===== src/rtl/ssp_pkg.sv =====
// Shared definitions for the serial slave port.
// Assumes: nothing beyond IEEE 1800-2017.
package ssp_pkg;
    // Frame slot state of the shift core.
    typedef enum logic [1:0] {
        FS_IDLE  = 2'd0,   // nothing loaded; will load when enabled
        FS_ARMED = 2'd1,   // byte loaded, waiting for first falling edge
        FS_SHIFT = 2'd2    // frame in progress
    } frame_state_t;
endpackage


===== src/rtl/ssp_sync.sv =====
// Multi-stage synchroniser for a bundle of asynchronous inputs.
// Assumes: STAGES >= 2; inputs change slower than clk/4 so no edge is lost.
module ssp_sync #(
    parameter int              WIDTH   = 2,
    parameter int              STAGES  = 2,
    parameter logic [WIDTH-1:0] RST_VAL = '0
) (
    input  logic             clk,
    input  logic             rst_n,
    input  logic [WIDTH-1:0] async_in,
    output logic [WIDTH-1:0] sync_out
);
    logic [STAGES-1:0][WIDTH-1:0] stage_q;

    // Shift the raw inputs through the synchroniser chain.
    always_ff @(posedge clk) begin
        if (!rst_n) stage_q <= {STAGES{RST_VAL}};
        else        stage_q <= {stage_q[STAGES-2:0], async_in};
    end

    assign sync_out = stage_q[STAGES-1];
endmodule


===== src/rtl/ssp_shift_core.sv =====
// Frame shift engine: arms a byte, shifts it out on falling serial edges,
// samples input on rising edges, and signals frame start and end.
// Assumes: rise/fall are single-cycle pulses in the clk domain, never together.
module ssp_shift_core
    import ssp_pkg::*;
#(
    parameter int FRAME_W = 8
) (
    input  logic               clk,
    input  logic               rst_n,
    input  logic               enable,
    input  logic               sclk_rise,
    input  logic               sclk_fall,
    input  logic               din,
    input  logic [FRAME_W-1:0] load_word,
    input  logic               arm_wr,
    input  logic [FRAME_W-1:0] arm_word,
    output logic               dout,
    output logic               start_pulse,
    output logic               done_pulse,
    output logic               shifting,
    output logic               rx_active,
    output logic               armed,
    output logic               loading,
    output logic               frame_last,
    output logic [FRAME_W-1:0] rx_word
);
    localparam int CNT_W = (FRAME_W > 1) ? $clog2(FRAME_W) : 1;
    localparam logic [CNT_W-1:0] LAST_BIT = CNT_W'(FRAME_W - 1);

    frame_state_t       state_q;
    logic [CNT_W-1:0]   cnt_q;
    logic [FRAME_W-1:0] txsh_q;
    logic [FRAME_W-1:0] rxsh_q;

    // Decode the slot state for the surrounding buffer logic.
    assign shifting   = (state_q == FS_SHIFT);
    assign armed      = (state_q == FS_ARMED);
    assign loading    = enable && (state_q == FS_IDLE);
    assign frame_last = enable && shifting && sclk_rise && (cnt_q == LAST_BIT);
    assign rx_word    = {din, rxsh_q[FRAME_W-1:1]};

    // Sequence arming, bit shifting and frame completion.
    always_ff @(posedge clk) begin
        if (!rst_n) begin
            state_q     <= FS_IDLE;
            cnt_q       <= '0;
            txsh_q      <= '0;
            rxsh_q      <= '0;
            dout        <= 1'b1;
            start_pulse <= 1'b0;
            done_pulse  <= 1'b0;
            rx_active   <= 1'b0;
        end else begin
            start_pulse <= 1'b0;
            done_pulse  <= 1'b0;
            if (!enable) begin
                state_q   <= FS_IDLE;
                cnt_q     <= '0;
                dout      <= 1'b1;
                rx_active <= 1'b0;
            end else begin
                case (state_q)
                    FS_IDLE: begin
                        txsh_q      <= load_word;
                        state_q     <= FS_ARMED;
                        start_pulse <= 1'b1;
                    end
                    FS_ARMED: begin
                        if (sclk_fall) begin
                            dout    <= txsh_q[0];
                            txsh_q  <= txsh_q >> 1;
                            state_q <= FS_SHIFT;
                        end else if (arm_wr) begin
                            txsh_q <= arm_word;
                        end
                    end
                    FS_SHIFT: begin
                        if (sclk_fall) begin
                            dout   <= txsh_q[0];
                            txsh_q <= txsh_q >> 1;
                        end
                        if (sclk_rise) begin
                            rxsh_q <= rx_word;
                            if (cnt_q == LAST_BIT) begin
                                cnt_q      <= '0;
                                state_q    <= FS_IDLE;
                                done_pulse <= 1'b1;
                                rx_active  <= 1'b0;
                            end else begin
                                cnt_q     <= cnt_q + 1'b1;
                                rx_active <= 1'b1;
                            end
                        end
                    end
                    default: state_q <= FS_IDLE;
                endcase
            end
        end
    end
endmodule


===== src/rtl/sync_serial_slave.sv =====
// Double-buffered clock-synchronous serial slave (8-bit, LSB first,
// data out on falling edge, data in on rising edge, serial clock idles high).
// Assumes: clk runs at least 4x the serial clock; host strobes are one cycle.
module sync_serial_slave #(
    parameter int FRAME_W     = 8,
    parameter int SYNC_STAGES = 2
) (
    input  logic               clk,
    input  logic               rst_n,
    input  logic               enable,
    input  logic               wr_en,
    input  logic [FRAME_W-1:0] wr_data,
    input  logic               rd_en,
    output logic [FRAME_W-1:0] rd_data,
    input  logic               sclk_in,
    input  logic               sdata_in,
    output logic               sdata_out,
    output logic               start_irq,
    output logic               end_irq,
    output logic               txbuf_full,
    output logic               tx_busy,
    output logic               rx_busy,
    output logic               rxbuf_full
);
    localparam int PIN_N = 2;
    localparam logic [PIN_N-1:0] PIN_IDLE = 2'b01;   // bit0 sclk idles high

    logic [PIN_N-1:0]   pins_s;
    logic               sclk_prev_q;
    logic               sclk_rise, sclk_fall;
    logic [FRAME_W-1:0] txbuf_q, rxbuf_q, rx_word;
    logic               txfull_q, rxfull_q;
    logic               armed, loading, frame_last, arm_wr;

    ssp_sync #(
        .WIDTH  (PIN_N),
        .STAGES (SYNC_STAGES),
        .RST_VAL(PIN_IDLE)
    ) sync_i (
        .clk     (clk),
        .rst_n   (rst_n),
        .async_in({sdata_in, sclk_in}),
        .sync_out(pins_s)
    );

    // Remember the previous synchronised clock level for edge detection.
    always_ff @(posedge clk) begin
        if (!rst_n) sclk_prev_q <= 1'b1;
        else        sclk_prev_q <= pins_s[0];
    end

    assign sclk_rise = pins_s[0] & ~sclk_prev_q;
    assign sclk_fall = ~pins_s[0] & sclk_prev_q;
    assign arm_wr    = wr_en && enable && armed && !sclk_fall;

    ssp_shift_core #(.FRAME_W(FRAME_W)) core_i (
        .clk        (clk),
        .rst_n      (rst_n),
        .enable     (enable),
        .sclk_rise  (sclk_rise),
        .sclk_fall  (sclk_fall),
        .din        (pins_s[1]),
        .load_word  (txbuf_q),
        .arm_wr     (arm_wr),
        .arm_word   (wr_data),
        .dout       (sdata_out),
        .start_pulse(start_irq),
        .done_pulse (end_irq),
        .shifting   (tx_busy),
        .rx_active  (rx_busy),
        .armed      (armed),
        .loading    (loading),
        .frame_last (frame_last),
        .rx_word    (rx_word)
    );

    // Transmit holding buffer and its full flag (write beats load).
    always_ff @(posedge clk) begin
        if (!rst_n) begin
            txbuf_q  <= '0;
            txfull_q <= 1'b0;
        end else begin
            if (wr_en) txbuf_q <= wr_data;
            if (wr_en && !arm_wr) txfull_q <= 1'b1;
            else if (loading)     txfull_q <= 1'b0;
        end
    end

    // Receive buffer and its full flag (frame end beats host read).
    always_ff @(posedge clk) begin
        if (!rst_n) begin
            rxbuf_q  <= '0;
            rxfull_q <= 1'b0;
        end else if (!enable) begin
            rxfull_q <= 1'b0;
        end else if (frame_last) begin
            rxbuf_q  <= rx_word;
            rxfull_q <= 1'b1;
        end else if (rd_en) begin
            rxfull_q <= 1'b0;
        end
    end

    assign txbuf_full = txfull_q;
    assign rxbuf_full = rxfull_q;
    assign rd_data    = rxbuf_q;
endmodule


===== config.mk =====
export PLATFORM = sky130hd
export DESIGN_NAME = sync_serial_slave
export DESIGN_NICKNAME = d
export VERILOG_FILES = /design/src/rtl/ssp_pkg.sv /design/src/rtl/ssp_sync.sv /design/src/rtl/ssp_shift_core.sv /design/src/rtl/sync_serial_slave.sv
export SDC_FILE = /design/constraint.sdc
export NUM_CORES = 1
export LEC_CHECK = 0
export BUFFER_PORTS_ARGS = -buffer_cell sky130_fd_sc_hd__buf_2
export CORE_MARGIN = 4
export CORE_UTILIZATION = 51
export CTS_BUF_LIST = sky130_fd_sc_hd__clkbuf_16
export CTS_CLUSTER_DIAMETER = 200
export DETAILED_ROUTE_END_ITERATION = 12
export GPL_ROUTABILITY_DRIVEN = 0
export PLACE_DENSITY = 0.73
export SLEW_MARGIN = 20
export SYNTH_ARGS = -nofsm -noshare
export SYNTH_HDL_FRONTEND = slang
export SYNTH_SLANG_ARGS = --single-unit

===== constraint.sdc =====
create_clock -name clk -period 1.5 [get_ports clk]
set_input_delay 0.225 -clock clk [delete_from_list [all_inputs] [get_ports clk]]
set_output_delay 0.225 -clock clk [all_outputs]
set_load 0.02 [all_outputs]

==> results of run 1 <==
logic make-up (layout without fill, tap and decap cells):
kind of cell,after synthesis,in the layout
AO/OA/AOI/OAI,59,59
adder cells (fa/ha/maj),8,8
buffers and inverters,21,57
flip-flops,47,47
multiplexers,9,9
AND/OR/NAND/NOR,90,90
layout make-up:
type                       count  share of cell area, %
clock inverter                 2                  0.328
multi-input combinational    166                   45.9
inverter                       3                  0.421
tap                           50                   2.34
sequential                    47                   35.4
timing repair buffer          47                   11.0
clock buffer                   5                   4.68
flip-flops by register name, indices dropped and copies added, names as in the netlist:
name,flops
sclk_prev_q,1
core_i.done_pulse,1
core_i.state_q,2
rxbuf_full,1
core_i.start_pulse,1
sync_i.sync_out,2
txbuf_full,1
core_i.txsh_q,8
rd_data,8
core_i.dout,1
txbuf_q,8
core_i.cnt_q,3
core_i.rx_active,1
core_i.rxsh_q,7
sync_i.stage_q,2
what timing repair did:
action | CTS | global route
hold endpoints to repair | 0 | 0
hold buffers | 0 | 0
setup endpoints to repair | 3 | 31
pin swaps | 0 | 3
setup buffers | 1 | 0
gates resized for setup | 1 | 17
how the worst max path moves through the flow:
stage / end / depth (start not counted)
3_5_place_dp: core_i.txsh_q[4]$_SDFFE_PN0P_ / 6
3_3_place_gp: core_i.txsh_q[4]$_SDFFE_PN0P_ / 6
6_report: core_i.txsh_q[7]$_SDFFE_PN0P_ / 7
4_1_cts: core_i.txsh_q[6]$_SDFFE_PN0P_ / 6
5_1_grt: core_i.state_q[1]$_SDFFE_PN0P_ / 6
2_1_floorplan: core_i.txsh_q[7]$_SDFFE_PN0P_ / 7
stage by stage:
stage	TNS, ns	total power [µW]	worst slack (ns)	util (%)	area, µm²
floorplan	-0.0497	1540	-0.0331	-	2210
global placement	0	1640	0.0435	59.6	2440
detailed placement	0	1640	0.00643	59.6	2440
CTS	-0.00388	2670	-0.00278	63.3	2580
global route	-0.0980	2780	-0.0488	65.4	2670
finish	0	2680	0.0400	65.4	2670
synthesized netlist by cell type (2+ instances only):
cell and instances:
o211ai_1 7, inv_1 3, a21oi_1 4, dfxtp_1 47, and2_1 2, buf_4 2
nand2b_1 5, and3_1 9, nor2_1 5, buf_1 2, o41ai_1 2, o21ai_1 7
buf_2 7, nand3_1 8, o2111ai_1 10, a311oi_1 7, o21ai_2 9, ha_1 8
nor2b_1 11, nand2_1 38, buf_6 2, a21boi_0 7, clkbuf_1 4, mux2i_1 9
a21oi_2 2
routing by layer:
layer / vias to the layer above / routed length (µm) / track usage (%)
met5: - / 0 / 0
met4: 0 / 53 / 4.83
met3: 7 / 137 / 3.56
met2: 27 / 2190 / 29.7
met1: 854 / 2240 / 23.9
li1: 916 / - / -
critical path, stage by stage, from the launching register on:
cell,delay (ns)
dfxtp_4,0.36
inv_2,0.08
ha_2,0.22
nor2b_4,0.16
o21ai_2,0.06
buf_4,0.15
a21oi_1,0.13
and3b_1,0.19
report_power, final:
part | switching [µW] | internal (µW) | leakage (µW) | total, µW
Combinational | 178 | 148 | 0.000659 | 326
Sequential | 31.9 | 1290 | 0.000384 | 1320
Clock | 428 | 599 | 0.0000671 | 1030
==> metrics.csv, run 1 <==
stage,metric,value,unit
pwr,leakage,0.00111,µW
worst_setup_path,startpoint,core_i.state_q[1]$_SDFFE_PN0P_,
worst_setup_path,cp_data_required_time,1.67,ns
route,drt_iter0_drc,69,
floorplan,start_util,53.9,%
sta,whs,0.127,ns
worst_setup_path,end_kind,register,
worst_setup_path,critPathMaxFanout,4,
sta,min_period,1.46,ns
clocking,htreeDepth,2,
layout,stdcell_count,320,
synth,netlist_area,2200,µm²
worst_setup_path,start_kind,register,
job,drv_cap,0,
synth,ys_seq_elements,47,
hold_path,hold_end,sync_i.stage_q[0]$_SDFF_PN1_,
route,postRouteAntennaNets,0,
synth,synth_flop_cell,dfxtp_1,
place,io_buffers,29,
hold_path,min_from,sclk_in,
sta,setup_viol_count_final,0,
route,wl_per_cell,14.4,µm
layout,fill_cells,359,
route,vias,1804,
sta,fin_crit_sh,97.3,%
hold_path,hp-class,primary input to register,
clocking,cts_tree,built,
layout,antenna_cells,0,
global_route,grt_overflow,0,
sta,final_max_slew_viol_count,0,
layout,final-seq-area,946,µm²
synth,synth_top_family_by_area,simple AND/OR/NAND/NOR gates,
synth,synth.top_cells.by_area,"dfxtp_1 43%, nand2_1 6.5%, ha_1 4.5%",
place,dpl.hpwl,3050,µm
synth,netlist.top_cell.by_area,dfxtp_1,
clocking,cts_made_buffers,5,
synth,synth-adder-area-share,4.55,%
synth,synth-seq-area-share,42.7,%
pwr,ir_drop,0.000654,V
sta,skew,0.00332,ns
layout,fin_nets,293,
floorplan,design.die.area,5430,µm²
clocking,cts_buffer_depth,2,
global_route,grt_max_degree,46,
pwr,p_per_area,1000,nW/µm²
synth,synth.mux.area_fraction,4.09,%
synth,synth.distinct_cells,42,
status,status,finished clean,
place,placed_cells,312,
route,routed_via_density,5.64,
layout,multiInputGateArea,1230,µm²
sta,slew_headroom,73.1,%
sta,hold_viol_final,0,
clocking,clk_latency,0.28,ns
synth,synth_compound_area_share,20.7,%
route,drc,0,
synth,synthSimpleGateAreaFrac,22.2,%
hold_path,min_path_cells,2,
layout,layout_common_cells,"45 x dfxtp_1, 38 x nand2_1, 29 x buf_2",
layout,syn_to_final_growth,21.4,%
floorplan,core,4090,µm²
sta,clock.fmax,685,MHz
worst_setup_path,worstSetupPathType,register to register,
synth,syn_avg_cell_area,9.41,µm²
sta,rsz0062_at_grt,yes,
global_route,antenna_found_initial,0,
floorplan,die_width,73.7,µm
sta,tightest_slew,0.403,ns
layout,drive_gt1_share,31.9,%
worst_setup_path,rrSetupSlack,0.04,ns
worst_setup_path,r2r_cells,7,
synth,synth_edf_count,0,
synth,ys_warn_count,0,
floorplan,rows,23,
clocking,clkSlewWorstSetupHoldPaths,0.06,ns
synth,yosys.area.top_type_share,42.7,%
synth,netlist_instances,234,
global_route,grt_pass1_vias,1662,
synth,synthesis.nets,257,
layout,final_common_cell,dfxtp_1,
floorplan,ioPinCount,30,
floorplan,fp.dieH,73.7,µm
synth,async_reset_ff_share,0,%
worst_setup_path,regToRegEndpoint,core_i.txsh_q[7]$_SDFFE_PN0P_,
global_route,grt_pass1_wl,7670,µm
worst_setup_path,cp.arrival,1.63,ns
route,firstDrtPassIters,4,
route,drt-total-wl,4620,µm
worst_setup_path,rr_startpoint,core_i.state_q[1]$_SDFFE_PN0P_,
clocking,clock-root-buffer,clkbuf_16,
clocking,cts_sinks,47,
synth,synth-xor-area-share,0,%
global_route,grt_use_total,18.0,%
(Power assumes the default switching activity.)
==> run 2, diff against run 1 <==
ABC_AREA = 1   (was not set)
==> metrics.csv, run 2 <==
stage,metric,value,unit,change
status,status,finished clean,,
pwr,p_int,2250,µW,+11%
clocking,clkSlewWorstSetupHoldPaths,0.06,ns,about the same
worst_setup_path,cp_slowest_cell,dfxtp_1,,
clocking,ctsHoldBuffers,0,,unchanged
worst_setup_path,crit_chain,inv_2 -> ha_4 -> buf_4 -> buf_4,,
pwr,power.total,2980,µW,+11%
route,postRouteAntennaNets,0,,unchanged
route,wl_per_cell,12.5,µm,-14%
global_route,antenna_found_initial,0,,unchanged
hold_path,hp-class,primary input to register,,
floorplan,die_width,72.5,µm,-1.6%
route,drt-total-wl,4500,µm,-2.7%
clocking,clock-root-buffer,clkbuf_16,,
worst_setup_path,worstSetupPathType,register to output port,,
clocking,cts_tree,built,,
floorplan,core,4000,µm²,-2.1%
sta,slew_headroom,77.6,%,+4.5 points
layout,syn_to_final_growth,22.0,%,
floorplan,start_util,53.0,%,-0.84 points
synth,yosys.area.top_type_share,44.3,%,+1.6 points
pwr,pwr-share-comb,12.9,%,+0.7 points
place,io_buffers,29,,unchanged
sta,tightest_slew,0.336,ns,-0.0673 ns
global_route,grt_overflow,0,,unchanged
synth,synth_flop_cell,dfxtp_1,,
worst_setup_path,critPathMaxStageDelay,0.36,ns,about the same
floorplan,design.die.area,5260,µm²,-3.2%
sta,clock.fmax,683,MHz,-0.28%
place,dpl.hpwl,3120,µm,+2.3%
synth,ys_seq_elements,47,,unchanged
worst_setup_path,end_kind,output port,,
worst_setup_path,cp_data_required_time,1.27,ns,-0.40 ns
sta,fin_ws,0.0359,ns,-0.00404 ns
sta,min_period,1.46,ns,+0.00404 ns
pwr,p_per_area,1150,nW/µm²,+15%
synth,yosysMostFrequentCell,dfxtp_1,,
route,firstDrtPassIters,4,,unchanged
route,routed_via_density,5.13,,-9.0%
synth,synth.top_cells.by_area,"dfxtp_1 44%, a21oi_1 9.0%, nand3_1 7.8%",,
synth,netlist.top_cell.by_area,dfxtp_1,,
layout,layout_common_cells,"46 x dfxtp_1, 43 x nand2_1, 36 x a21oi_1",,
global_route,grt_use_total,18.2,%,+0.13 points
worst_setup_path,cp_top_family,buffers and inverters,,
sta,whs,0.119,ns,-0.00815 ns
pwr,power_frac_seq,44.6,%,-4.8 points
worst_setup_path,critPathMaxFanout,8,,+4
pwr,swShare,24.5,%,+0.66 points
synth,netlist_instances,272,,+16%
route,drt_iter0_drc,161,,+130%
layout,fin_nets,333,,+14%
layout,final_common_cell,dfxtp_1,,
sta,hold_viol_final,0,,unchanged
clocking,cts_buffer_depth,2,,unchanged
clocking,htreeDepth,2,,unchanged
synth,ys_warn_count,0,,unchanged
floorplan,ioPinCount,30,,unchanged
job,drv_cap,0,,unchanged
synth,synthesis.nets,295,,+15%
worst_setup_path,path_buf_inv,3,,+1
sta,fin_crit_sh,97.6,%,+0.27 points
layout,multiInputGateArea,1040,µm²,-15%
synth,synth-seq-area-share,44.3,%,+1.6 points
floorplan,rows,23,,unchanged
route,drc,0,,unchanged
synth,netlist_area,2120,µm²,-3.6%
pwr,leakage,0.00118,µW,+6.4%
sta,final_max_slew_viol_count,0,,unchanged
global_route,grt_pass1_wl,7550,µm,-1.5%
worst_setup_path,cp.arrival,1.24,ns,-0.39 ns
clocking,cts_made_buffers,5,,unchanged
pwr,ir_drop,0.000728,V,+11%
layout,fill_cells,336,,-6.4%
clocking,clk_latency,0.28,ns,about the same
pwr,pwr-share-clk,42.5,%,+4.1 points
route,vias,1851,,+2.6%
layout,final-seq-area,945,µm²,-0.13%
worst_setup_path,start_kind,register,,
worst_setup_path,cp_common_cell,buf_4,,
layout,drive_gt1_share,25.4,%,-6.4 points
synth,netlist_top_cells_count,"47 x dfxtp_1, 43 x nand2_1, 38 x a21oi_1",,
clocking,cts_sinks,47,,unchanged
sta,rsz0062_at_grt,yes,,
synth,synth_edf_count,0,,unchanged
sta,skew,0.00378,ns,+0.000457 ns
synth,async_reset_ff_share,0,%,unchanged
global_route,grt_max_degree,20,,-57%
layout,antenna_cells,0,,unchanged
global_route,grt_pass1_vias,1697,,+2.1%
pwr,switching_power,731,µW,+15%
synth,syn_avg_cell_area,7.80,µm²,-17%
floorplan,fp.dieH,72.5,µm,-1.6%
layout,finish.utilization,64.7,%,-0.68 points
sta,setup_viol_count_final,0,,unchanged
place,place_ws,-0.0415,ns,-0.0479 ns
synth,synth.distinct_cells,23,,-45%
run 2: changes by cell type in the layout (fill, tap and decap cells not counted), moves of 9 or more:
| cell | delta |
|---|---|
| a21oi_1 | +32 |
| and3_1 | -9 |
| o2111ai_1 | -9 |
| nor2_1 | +11 |
| o21ai_2 | -9 |
| or2_2 | +9 |
| inv_1 | +27 |
| o21ai_0 | +18 |
| nor2b_1 | -11 |
| nand3_1 | +25 |
| mux2i_1 | -9 |
run 2: worst paths after layout:
path | start | end | slack (ns) | cells past startpoint
max reg2reg | core_i.state_q[1]$_SDFFE_PN0P_ | core_i.txsh_q[5]$_SDFFE_PN0P_ | 0.08 | 9
min | sdata_in | sync_i.stage_q[1]$_SDFF_PN0_ | 0.12 | 3
min reg2reg | sync_i.stage_q[0]$_SDFF_PN1_ | sync_i.sync_out[0]$_SDFF_PN1_ | 0.41 | 1
max | core_i.state_q[0]$_SDFFE_PN0P_ | tx_busy | 0.04 | 4
run 2: area by class of cell:
class | instances | share of cell area (%)
Tap cell | 50 | 2.42
Inverter | 33 | 5.07
Sequential cell | 47 | 36.5
Timing Repair Buffer | 41 | 9.18
Clock buffer | 5 | 4.83
Multi-Input combinational cell | 182 | 40.2
Clock inverter | 3 | 1.84
run 2: stage by stage:
stage | TNS [ns] | area [µm²] | std cells
after floorplan | 0 | 2120 | 272
after global placement | 0 | 2350 | 351
after detailed placement | -0.205 | 2350 | 351
after CTS | -0.00781 | 2540 | 359
after global routing | -0.0291 | 2590 | 361
final | 0 | 2590 | 361
run 2: metal layers:
metal	GRT usage (%)	wire length [µm]	vias to the layer above
met5	0	0	-
met4	6.56	69	0
met3	4.85	355	9
met2	28.5	2030	55
met1	24.0	2040	822
li1	-	-	965
run 2: what timing repair did:
item                                    in CTS  in global routing
pin swaps                                    0                  4
endpoints found under the setup margin       8                 11
buffers inserted                             0                  1
gates cloned                                 0                  1
gates resized for setup                      5                 11
run 2: power by group through the flow:
stage	sequential, µW	clock (µW)	combinational (µW)
CTS	1330	1300	362
detailed placement	1360	0	345
floorplan	1350	0	251
global route	1340	1340	429
global placement	1360	0	340
finish	1330	1270	384
run 2: cells by family (layout without fill, tap and decap cells):
group	Yosys count	after routing	share of synthesized area [%]
fa+ha+maj	8	8	4.72
flops	47	47	44.3
simple gates	111	112	26.7
compound gates	62	62	14.9
buf+inv	44	82	9.32
run 2: worst register-to-register path, delay by kind of cell, from the launching register on:
kind | cells | cell delay (ns)
fa+ha+maj | 1 | 0.15
compound gates | 1 | 0.13
flops | 1 | 0.36
buf+inv | 3 | 0.28
simple gates | 4 | 0.42
==> run 3, diff against run 2 <==
ABC_AREA = not set   (was 1)
PLACE_DENSITY = 0.75   (was 0.73)
==> metrics.csv, run 3 (synthesis results as in run 1) <==
stage,metric,value,unit,change
worst_setup_path,start_kind,register,,
pwr,ir_drop,0.000919,V,+26%
floorplan,fp.dieH,73.7,µm,+1.7%
sta,clock.fmax,678,MHz,-0.78%
global_route,antenna_found_initial,0,,unchanged
global_route,grt_overflow,0,,unchanged
global_route,grt_pass1_wl,7790,µm,+3.2%
place,io_buffers,29,,unchanged
status,status,finished clean,,
layout,design_area,2700,µm²,+4.1%
sta,skew,0.00629,ns,+0.00251 ns
clocking,ctsHoldBuffers,0,,unchanged
layout,syn_to_final_growth,22.4,%,
route,wl_per_cell,15.1,µm,+22%
place,place_area,2450,µm²,+4.3%
pwr,leakage,0.00112,µW,-5.1%
route,drc,0,,unchanged
clocking,cts_made_buffers,5,,unchanged
clocking,htreeDepth,2,,unchanged
route,drt-total-wl,4890,µm,+8.8%
sta,fin_ws,0.0244,ns,-0.0116 ns
clocking,cts_sinks,47,,unchanged
worst_setup_path,end_kind,register,,
worst_setup_path,worstSetupPathType,register to register,,
floorplan,die_width,73.7,µm,+1.7%
clocking,clkSlewWorstSetupHoldPaths,0.07,ns,about the same
sta,hold_viol_final,0,,unchanged
clocking,clk_latency,0.29,ns,about the same
layout,stdcell_count,323,,-11%
hold_path,hp-class,primary input to register,,
sta,setup_viol_count_final,0,,unchanged
place,placed_cells,315,,-10%
global_route,grt_pass1_vias,1649,,-2.8%
layout,fin_nets,295,,-11%
route,postRouteAntennaNets,0,,unchanged
clocking,clock-root-buffer,clkbuf_16,,
job,drv_cap,0,,unchanged
layout,layout_common_cells,"45 x dfxtp_1, 38 x nand2_1, 29 x buf_2",,
global_route,grt_max_degree,32,,+60%
layout,final_common_cell,dfxtp_1,,
place,dpl.hpwl,3300,µm,+5.9%
layout,antenna_cells,0,,unchanged
floorplan,start_util,53.9,%,+0.84 points
worst_setup_path,critPathMaxFanout,5,,-3
global_route,grt_use_total,18.7,%,+0.58 points
clocking,cts_resized,4,,-1
route,vias,1811,,-2.2%
sta,tightest_slew,0.344,ns,+0.00821 ns
pwr,p_per_area,1080,nW/µm²,-6.6%
worst_setup_path,cp.arrival,1.69,ns,+0.45 ns
sta,final_max_slew_viol_count,0,,unchanged
hold_path,min_path_cells,2,,-1
floorplan,rows,23,,unchanged
place,place_ws,-0.00509,ns,+0.0364 ns
clocking,post-cts-setup-buffers,0,,unchanged
worst_setup_path,r2r_cells,7,,-2
floorplan,core,4090,µm²,+2.2%
sta,whs,0.122,ns,+0.00232 ns
floorplan,design.die.area,5430,µm²,+3.4%
route,drt_iter0_drc,95,,-41%
clocking,cts_tree,built,,
route,routed_via_density,5.61,,+9.3%
sta,slew_headroom,77.0,%,-0.57 points
clocking,cts_buffer_depth,2,,unchanged
sta,min_period,1.48,ns,+0.0116 ns
worst_setup_path,cp_data_required_time,1.71,ns,+0.44 ns
layout,drive_gt1_share,31.9,%,+6.5 points
route,firstDrtPassIters,4,,unchanged
floorplan,ioPinCount,30,,unchanged
sta,fin_crit_sh,98.4,%,+0.77 points
-- run 3: path summary, 6_finish.rpt --
check        slack [ns]                       endpoint                            from
max                0.02  core_i.txsh_q[0]$_SDFFE_PN0P_  core_i.state_q[1]$_SDFFE_PN0P_
min reg2reg        0.42  sync_i.sync_out[0]$_SDFF_PN1_    sync_i.stage_q[0]$_SDFF_PN1_
min                0.12   sync_i.stage_q[0]$_SDFF_PN1_                         sclk_in
max reg2reg        0.02  core_i.txsh_q[0]$_SDFFE_PN0P_  core_i.state_q[1]$_SDFFE_PN0P_
-- run 3: critical path: stages (launching register included) --
cell and delay [ns]:
dfxtp_2 0.38, inv_2 0.07, ha_4 0.17, nor2b_4 0.13, o21ai_4 0.17, buf_4 0.17, o2111ai_1 0.13, o21ai_1 0.18
-- run 3: where the power goes --
group / switching (µW) / internal (µW)
combinational: 182 / 143
clock: 468 / 786
sequential: 32.5 / 1290
-- run 3: per-layer routing --
metal / GRT usage, % / vias up / part of all wire (%) / wire length [µm]
met2: 28.0 / 43 / 47 / 2320
met1: 25.9 / 843 / 46 / 2270
li1: - / 920 / - / -
met4: 9.05 / 0 / 1.1 / 54
met3: 3.28 / 5 / 5.1 / 248
met5: 0 / - / 0 / 0
-- run 3: through the flow --
step	utilization [%]	total power, µW	TNS, ns
finish	66.0	2900	0
global route	66.0	3030	-0.0141
CTS	64.4	2900	-0.0575
detailed placement	59.9	1640	-0.00509
global placement	59.9	1630	0
floorplan	-	1540	-0.0497
-- run 3: layout make-up --
type,count,area [µm²]
clock buffers,5,125
clock inverters,3,42.5
inverters,3,11.3
fillers,350,1390
multi-input cells,166,1210
well taps,50,62.6
flip-flops and latches,47,946
repair buffers,49,299
